===== src/rtl/omega_pkg.sv =====
`timescale 1ns/1ps
package omega_pkg;

    typedef enum logic {
        XCHG_PASS  = 1'b0,
        XCHG_CROSS = 1'b1
    } xchg_mode_e;

    // Source lane feeding shuffled position pos: rotate the index right by one bit.
    function automatic int shuffle_src(input int pos, input int lg);
        int low_bit;
        low_bit = pos & 1;
        return (pos >> 1) | (low_bit << (lg - 1));
    endfunction

endpackage


===== src/rtl/omega_xchg.sv =====
`timescale 1ns/1ps
module omega_xchg #(
    parameter int LANE_W = 17
) (
    input  logic                   [LANE_W-1:0] up_i,
    input  logic                   [LANE_W-1:0] dn_i,
    input  omega_pkg::xchg_mode_e               mode_i,
    output logic                   [LANE_W-1:0] up_o,
    output logic                   [LANE_W-1:0] dn_o
);

    always_comb begin
        if (mode_i == omega_pkg::XCHG_CROSS) begin
            up_o = dn_i;
            dn_o = up_i;
        end else begin
            up_o = up_i;
            dn_o = dn_i;
        end
    end

endmodule


===== src/rtl/omega_column.sv =====
`timescale 1ns/1ps
module omega_column #(
    parameter int N      = 8,
    parameter int LANE_W = 17
) (
    input  logic [N*LANE_W-1:0] lanes_i,
    input  logic                cross_i,
    output logic [N*LANE_W-1:0] lanes_o
);

    localparam int LG    = $clog2(N);
    localparam int PAIRS = N / 2;

    omega_pkg::xchg_mode_e col_mode;
    assign col_mode = cross_i ? omega_pkg::XCHG_CROSS : omega_pkg::XCHG_PASS;

    for (genvar k = 0; k < PAIRS; k++) begin : g_sw
        localparam int SRC_UP = omega_pkg::shuffle_src(2 * k, LG);
        localparam int SRC_DN = omega_pkg::shuffle_src(2 * k + 1, LG);
        omega_xchg #(.LANE_W(LANE_W)) u_sw (
            .up_i   (lanes_i[SRC_UP*LANE_W +: LANE_W]),
            .dn_i   (lanes_i[SRC_DN*LANE_W +: LANE_W]),
            .mode_i (col_mode),
            .up_o   (lanes_o[(2*k)*LANE_W +: LANE_W]),
            .dn_o   (lanes_o[(2*k+1)*LANE_W +: LANE_W])
        );
    end

endmodule


===== src/rtl/omega_fabric.sv =====
`timescale 1ns/1ps
module omega_fabric #(
    parameter int N      = 8,
    parameter int LANE_W = 17
) (
    input  logic [N*LANE_W-1:0]  lanes_i,
    input  logic [$clog2(N)-1:0] route_i,
    output logic [N*LANE_W-1:0]  lanes_o
);

    localparam int LG = $clog2(N);

    logic [N*LANE_W-1:0] stage_w [LG+1];

    assign stage_w[0] = lanes_i;

    // The first column takes the top index bit; the last column takes bit 0.
    for (genvar s = 0; s < LG; s++) begin : g_col
        omega_column #(.N(N), .LANE_W(LANE_W)) u_col (
            .lanes_i (stage_w[s]),
            .cross_i (route_i[LG-1-s]),
            .lanes_o (stage_w[s+1])
        );
    end

    assign lanes_o = stage_w[LG];

endmodule


===== src/rtl/omega_route_ctr.sv =====
`timescale 1ns/1ps
module omega_route_ctr #(
    parameter int N = 8
) (
    input  logic                 clk,
    input  logic                 rst,
    output logic [$clog2(N)-1:0] idx_o
);

    localparam int LG = $clog2(N);
    typedef logic [LG-1:0] idx_t;

    always_ff @(posedge clk) begin
        if (rst) idx_o <= '0;
        else     idx_o <= idx_o + 1'b1;
    end

    // advances by exactly one each cycle, wrapping at N.
    p_step_wrap_r3: assert property (@(posedge clk) disable iff (rst)
        !rst |=> idx_o == idx_t'($past(idx_o) + 1'b1));

endmodule


===== src/rtl/rot_omega_net.sv =====
`timescale 1ns/1ps
module rot_omega_net #(
    parameter int N_PORTS = 8,
    parameter int DATA_W  = 16,
    parameter bit OUT_REG = 1'b0
) (
    input  logic                        clk,
    input  logic                        rst,
    input  logic [N_PORTS-1:0]          req_valid_i,
    input  logic [N_PORTS*DATA_W-1:0]   req_data_i,
    output logic [N_PORTS-1:0]          req_valid_o,
    output logic [N_PORTS*DATA_W-1:0]   req_data_o,
    input  logic [N_PORTS-1:0]          rsp_valid_i,
    input  logic [N_PORTS*DATA_W-1:0]   rsp_data_i,
    output logic [N_PORTS-1:0]          rsp_valid_o,
    output logic [N_PORTS*DATA_W-1:0]   rsp_data_o,
    output logic [$clog2(N_PORTS)-1:0]  route_idx_o
);

    localparam int LANE_W = DATA_W + 1;
    localparam int BUS_W  = N_PORTS * LANE_W;

    logic [BUS_W-1:0] req_in_w, req_net_w, req_out_w;
    logic [BUS_W-1:0] rsp_in_w, rsp_net_w, rsp_out_w;

    for (genvar p = 0; p < N_PORTS; p++) begin : g_pack
        assign req_in_w[p*LANE_W +: LANE_W] = {req_valid_i[p], req_data_i[p*DATA_W +: DATA_W]};
        assign rsp_in_w[p*LANE_W +: LANE_W] = {rsp_valid_i[p], rsp_data_i[p*DATA_W +: DATA_W]};
    end

    omega_route_ctr #(.N(N_PORTS)) u_ctr (
        .clk   (clk),
        .rst   (rst),
        .idx_o (route_idx_o)
    );

    omega_fabric #(.N(N_PORTS), .LANE_W(LANE_W)) u_req_net (
        .lanes_i (req_in_w),
        .route_i (route_idx_o),
        .lanes_o (req_net_w)
    );

    omega_fabric #(.N(N_PORTS), .LANE_W(LANE_W)) u_rsp_net (
        .lanes_i (rsp_in_w),
        .route_i (route_idx_o),
        .lanes_o (rsp_net_w)
    );

    if (OUT_REG) begin : g_reg
        always_ff @(posedge clk) begin
            if (rst) begin
                req_out_w <= '0;
                rsp_out_w <= '0;
            end else begin
                req_out_w <= req_net_w;
                rsp_out_w <= rsp_net_w;
            end
        end
    end else begin : g_comb
        assign req_out_w = req_net_w;
        assign rsp_out_w = rsp_net_w;
    end

    for (genvar p = 0; p < N_PORTS; p++) begin : g_unpack
        assign req_valid_o[p]                 = req_out_w[p*LANE_W + DATA_W];
        assign req_data_o[p*DATA_W +: DATA_W] = req_out_w[p*LANE_W +: DATA_W];
        assign rsp_valid_o[p]                 = rsp_out_w[p*LANE_W + DATA_W];
        assign rsp_data_o[p*DATA_W +: DATA_W] = rsp_out_w[p*LANE_W +: DATA_W];
    end

    // Port-level routing checks, next to the output stage they observe.
    for (genvar j = 0; j < N_PORTS; j++) begin : g_chk
        if (OUT_REG) begin : g_r
            // one cycle late, routed by the previous index.
            p_req_late_r6: assert property (@(posedge clk) disable iff (rst)
                !rst |=> req_data_o[j*DATA_W +: DATA_W]
                         == $past(req_data_i[(j ^ int'(route_idx_o))*DATA_W +: DATA_W]));
            p_rsp_late_r2: assert property (@(posedge clk) disable iff (rst)
                !rst |=> rsp_valid_o[j] == $past(rsp_valid_i[j ^ int'(route_idx_o)]));
        end else begin : g_c
            p_req_route_r1: assert property (@(posedge clk) disable iff (rst)
                req_data_o[j*DATA_W +: DATA_W]
                    == req_data_i[(j ^ int'(route_idx_o))*DATA_W +: DATA_W]);
            p_rsp_route_r2: assert property (@(posedge clk) disable iff (rst)
                rsp_valid_o[j] == rsp_valid_i[j ^ int'(route_idx_o)]);
        end
    end

    if (OUT_REG) begin : g_cnt_r
        p_valid_count_r5: assert property (@(posedge clk) disable iff (rst)
            !rst |=> $countones(req_valid_o) == $past($countones(req_valid_i)));
    end else begin : g_cnt_c
        p_valid_count_r5: assert property (@(posedge clk) disable iff (rst)
            $countones(req_valid_o) == $countones(req_valid_i));
    end

endmodule


===== config.mk =====
export PLATFORM = sky130hd
export DESIGN_NAME = rot_omega_net
export DESIGN_NICKNAME = d
export VERILOG_FILES = /design/src/rtl/omega_pkg.sv /design/src/rtl/omega_xchg.sv /design/src/rtl/omega_column.sv /design/src/rtl/omega_fabric.sv /design/src/rtl/omega_route_ctr.sv /design/src/rtl/rot_omega_net.sv
export SDC_FILE = /design/constraint.sdc
export NUM_CORES = 1
export LEC_CHECK = 0
export BUFFER_PORTS_ARGS = -buffer_cell sky130_fd_sc_hd__buf_2
export CAP_MARGIN = 0
export CORE_AREA = 4 4 209 211
export CTS_BUF_LIST = sky130_fd_sc_hd__clkbuf_8
export CTS_CLUSTER_DIAMETER = 150
export DETAILED_ROUTE_END_ITERATION = 16
export DIE_AREA = 0 0 213 215
export PLACE_DENSITY = 0.52
export SLEW_MARGIN = 20
export SYNTH_ARGS = -nofsm -noshare
export SYNTH_HDL_FRONTEND = slang
export SYNTH_SLANG_ARGS = --single-unit

===== constraint.sdc =====
create_clock -name clk -period 1.8 [get_ports clk]
set_clock_uncertainty 0.05 [all_clocks]
set_input_delay 0.18 -clock clk [delete_from_list [all_inputs] [get_ports clk]]
set_output_delay 0.18 -clock clk [all_outputs]
set_load 0.05 [all_outputs]

==> results.yml <==
outcome:
  status: "complete, but fails checks"
  violated_checks: "negative setup slack"
timing:
  rsz0062_at_grt: "yes"
  relSlewSlack: 0.803
  post-route-period-util: 1.26
  fmaxAchievable_mhz: 439
  tightestPinTransition_ps: 298
  timing_max_transition_violations_final: 0
  fin_ws_ps: -476
  fin_hold_viols: 0
  finalSetupViolCount: 272
  final_period_minus_worst_setup_slack_ps: 2280
synthesis:
  post_synth.cell_area_avg_um2: 15.2
  main_combinational_cell_family_by_area_after_synthesis: "multiplexers"
  synth_seq_cells: 3
  synthesis_warnings: 0
  synth_seq_area_share: 0.00612
  synthesized_area_fraction_occupied_by_and_or_nand_nor_cells: 0.00140
  synth-xor-area-share: 0.000892
  yosysUniqueCellTypes: 12
  synth.mux.area_fraction: 0.936
  synth_area_in_compound_gates: 0
  postSynthCellCount: 646
  synth.net_count: 921
  synth.top_cells.by_area: "mux4_2 62%, mux2_2 31%, buf_2 1.6%, buf_6 1.3%, clkbuf_1 1.2%"
  synth_area_um2: 9820
  post_synth_fa_ha_maj_area_fraction: 0.00127
  yosys.area.top_type: "mux4_2"
  synth_largest_type_area_fraction: 0.624
final_layout:
  layout_utilization: 0.366
  largest_register_ff_count: 3
  fraction_of_layout_cells_with_a_size_suffix_above_1: 0.995
  nets: 1500
  fin_area_um2: 15300
  reg.largest.list: "u_ctr.idx_o: 3 flops"
  nFillCells: 4045
  area_added_between_synthesis_and_finish_pct: 55.7
  top_register: "u_ctr.idx_o"
power_and_ir_drop:
  vdd_drop_max_mv: 0.497
  power.leakage_nw: 6.39
  design_power_total_mw: 10.7
  power_density_nw_per_um2: 701
routing:
  antenna_left: 0
  detailedRoute.firstIterationViolations: 681
  dr_total_vias: 9725
  route.detailed.vias_per_inst: 5.51
  avgRoutedWirePerCell_um: 22.7
  detail_route.first_pass.iterations: 5
  routed_wirelength_mm: 40.0
  drc: 0
floorplan:
  floorplan.die.height_um: 215
  floorplan.io_pins: 549
  core_area_um2: 41800
  fp.dieW_um: 213
  full_die_area_um2: 45800
  initial_utilization: 0.235
  placementRows: 75
clock_tree:
  cts.sink_count: 3
  worst_setup_hold_path_clk_slew_ps: 30
  cts_buffers: 3
  cts.htree.levels: 1
  cts_buffer_depth: 2
  cts_tree: "done"
  worst_skew_pair.late_latency_ps: 210
  cts-root-buf: "clkbuf_8"
global_route:
  track_usage: 0.160
  grt_overflow: 0
  grt_pass1_wl_mm: 58.6
  antenna_found_initial: 7
  first_global_vias: 9785
  use_met1: 0.209
  grt_start_max_net_pins: 30
  grt_most_used_layer: "met2"
  grt_util_met2: 0.291
  grt_use_met3: 0.0211
placement:
  placement.cell_area_um2: 14600
  place_hpwl_mm: 34.0
  dp_slack_ps: -279
  io_buffer_count: 548
  routabilityCongestion: 0.934
worst_hold_path:
  holdCritPathClass: "input port to flop"
worst_setup_path:
  timing.critical_path.fanout_max: 20
  crit_path_start_kind: "flop"
  critPathTopFamily: "multiplexers"
  crit_path_cell_trace: "buf_12, buf_16, mux4_2, mux2_2, buf_2"
  critPathCaptureType: "output pin"
  total_buffers_and_inverters_traversed_by_the_critical_path: 3
  worst_path_largest_cell_delay_ps: 530
  worst_ep_required_time_ps: 1570
  crit_slowest_cell: "mux4_2"
  crit_arrival_ps: 2050
  path_class: "flop to output pin"
job:
  max_cap_violation_count: 0
==> repair_timing <==
item / CTS / global route
gates cloned: 0 / 3
hold buffers: 0 / 0
endpoints found under the setup margin: 272 / 272
buffers inserted: 3 / 3
resized for setup: 118 / 43
==> cells in the mapped netlist <==
library cell	n
mux2_2	272
buf_2	32
buf_1	4
nor2_1	2
xnor2_1	1
buf_6	11
mux4_2	272
dfxtp_1	3
nor2b_1	1
ha_1	1
clkbuf_1	32
buf_4	15
==> stage by stage <==
| step | setup TNS [ps] | hold WS (ps) | std cells |
|---|---|---|---|
| after floorplan | -17170 | 195 | 646 |
| after global placement | -53330 | 315 | 1750 |
| after detailed placement | -56530 | 315 | 1750 |
| after CTS | -116670 | 89.1 | 1757 |
| after global routing | -132960 | 100 | 1765 |
| final | -113540 | 92.6 | 1765 |
==> power by group <==
group	switching [mW]	total, mW	internal (mW)
clock network	0.0411	0.186	0.145
registers	0.0126	0.0851	0.0725
logic	6.27	10.4	4.16
total	6.32	10.7	4.38
==> worst paths after layout <==
check | slack, ps | depth (start not counted) | to | startpoint
setup / recovery | -480 | 5 | req_data_o[93] | u_ctr.idx_o[2]$_SDFF_PP0_
hold / removal | 90 | 2 | u_ctr.idx_o[0]$_SDFF_PP0_ | rst
setup reg to reg | 440 | 5 | u_ctr.idx_o[2]$_SDFF_PP0_ | u_ctr.idx_o[0]$_SDFF_PP0_
hold reg to reg | 790 | 3 | u_ctr.idx_o[0]$_SDFF_PP0_ | u_ctr.idx_o[0]$_SDFF_PP0_
==> layout make-up <==
cell class | instances | area [um^2] | area share
sequential | 3 | 71.3 | 0.00467
timing repair buffer | 668 | 4500 | 0.295
tap | 539 | 674 | 0.0441
antenna | 2 | 5.00 | 0.000328
clock buffer | 3 | 41.3 | 0.00270
multi-input combinational | 549 | 9980 | 0.653
clock inverter | 1 | 3.75 | 0.000246
==> worst reg2reg max path, stage by stage (launching register included) <==
cell and delay (ps):
dfxtp_4 350, buf_12 150, buf_4 200, ha_1 220, xnor2_1 120, nor2_1 170
==> cell usage in the layout, fill, tap and decap left out <==
| master | n |
|---|---|
| clkbuf_4 | 2 |
| mux2_4 | 202 |
| xnor2_1 | 1 |
| diode_2 | 2 |
| buf_8 | 2 |
| buf_12 | 20 |
| nor2b_1 | 1 |
| buf_16 | 7 |
| buf_2 | 480 |
| ha_1 | 1 |
| buf_4 | 93 |
| dfxtp_4 | 3 |
| clkbuf_16 | 3 |
| inv_1 | 1 |
| mux2_2 | 70 |
| clkbuf_8 | 3 |
| nor2_1 | 2 |
| mux4_2 | 272 |
| buf_6 | 61 |
==> logic make-up after synthesis <==
family,after synthesis
adders and majority gates,1
and+or+nand+nor,3
DFF,3
muxes,544
xor gates and xnor gates,1
buffers and inverters,94
==> metal layers <==
metal | vias up | part of all wire
met5 | - | 0.0016
met4 | 10 | 0.013
met3 | 40 | 0.064
met2 | 438 | 0.53
met1 | 5121 | 0.39
li1 | 4116 | -
Power figures use the tool's default switching activity.
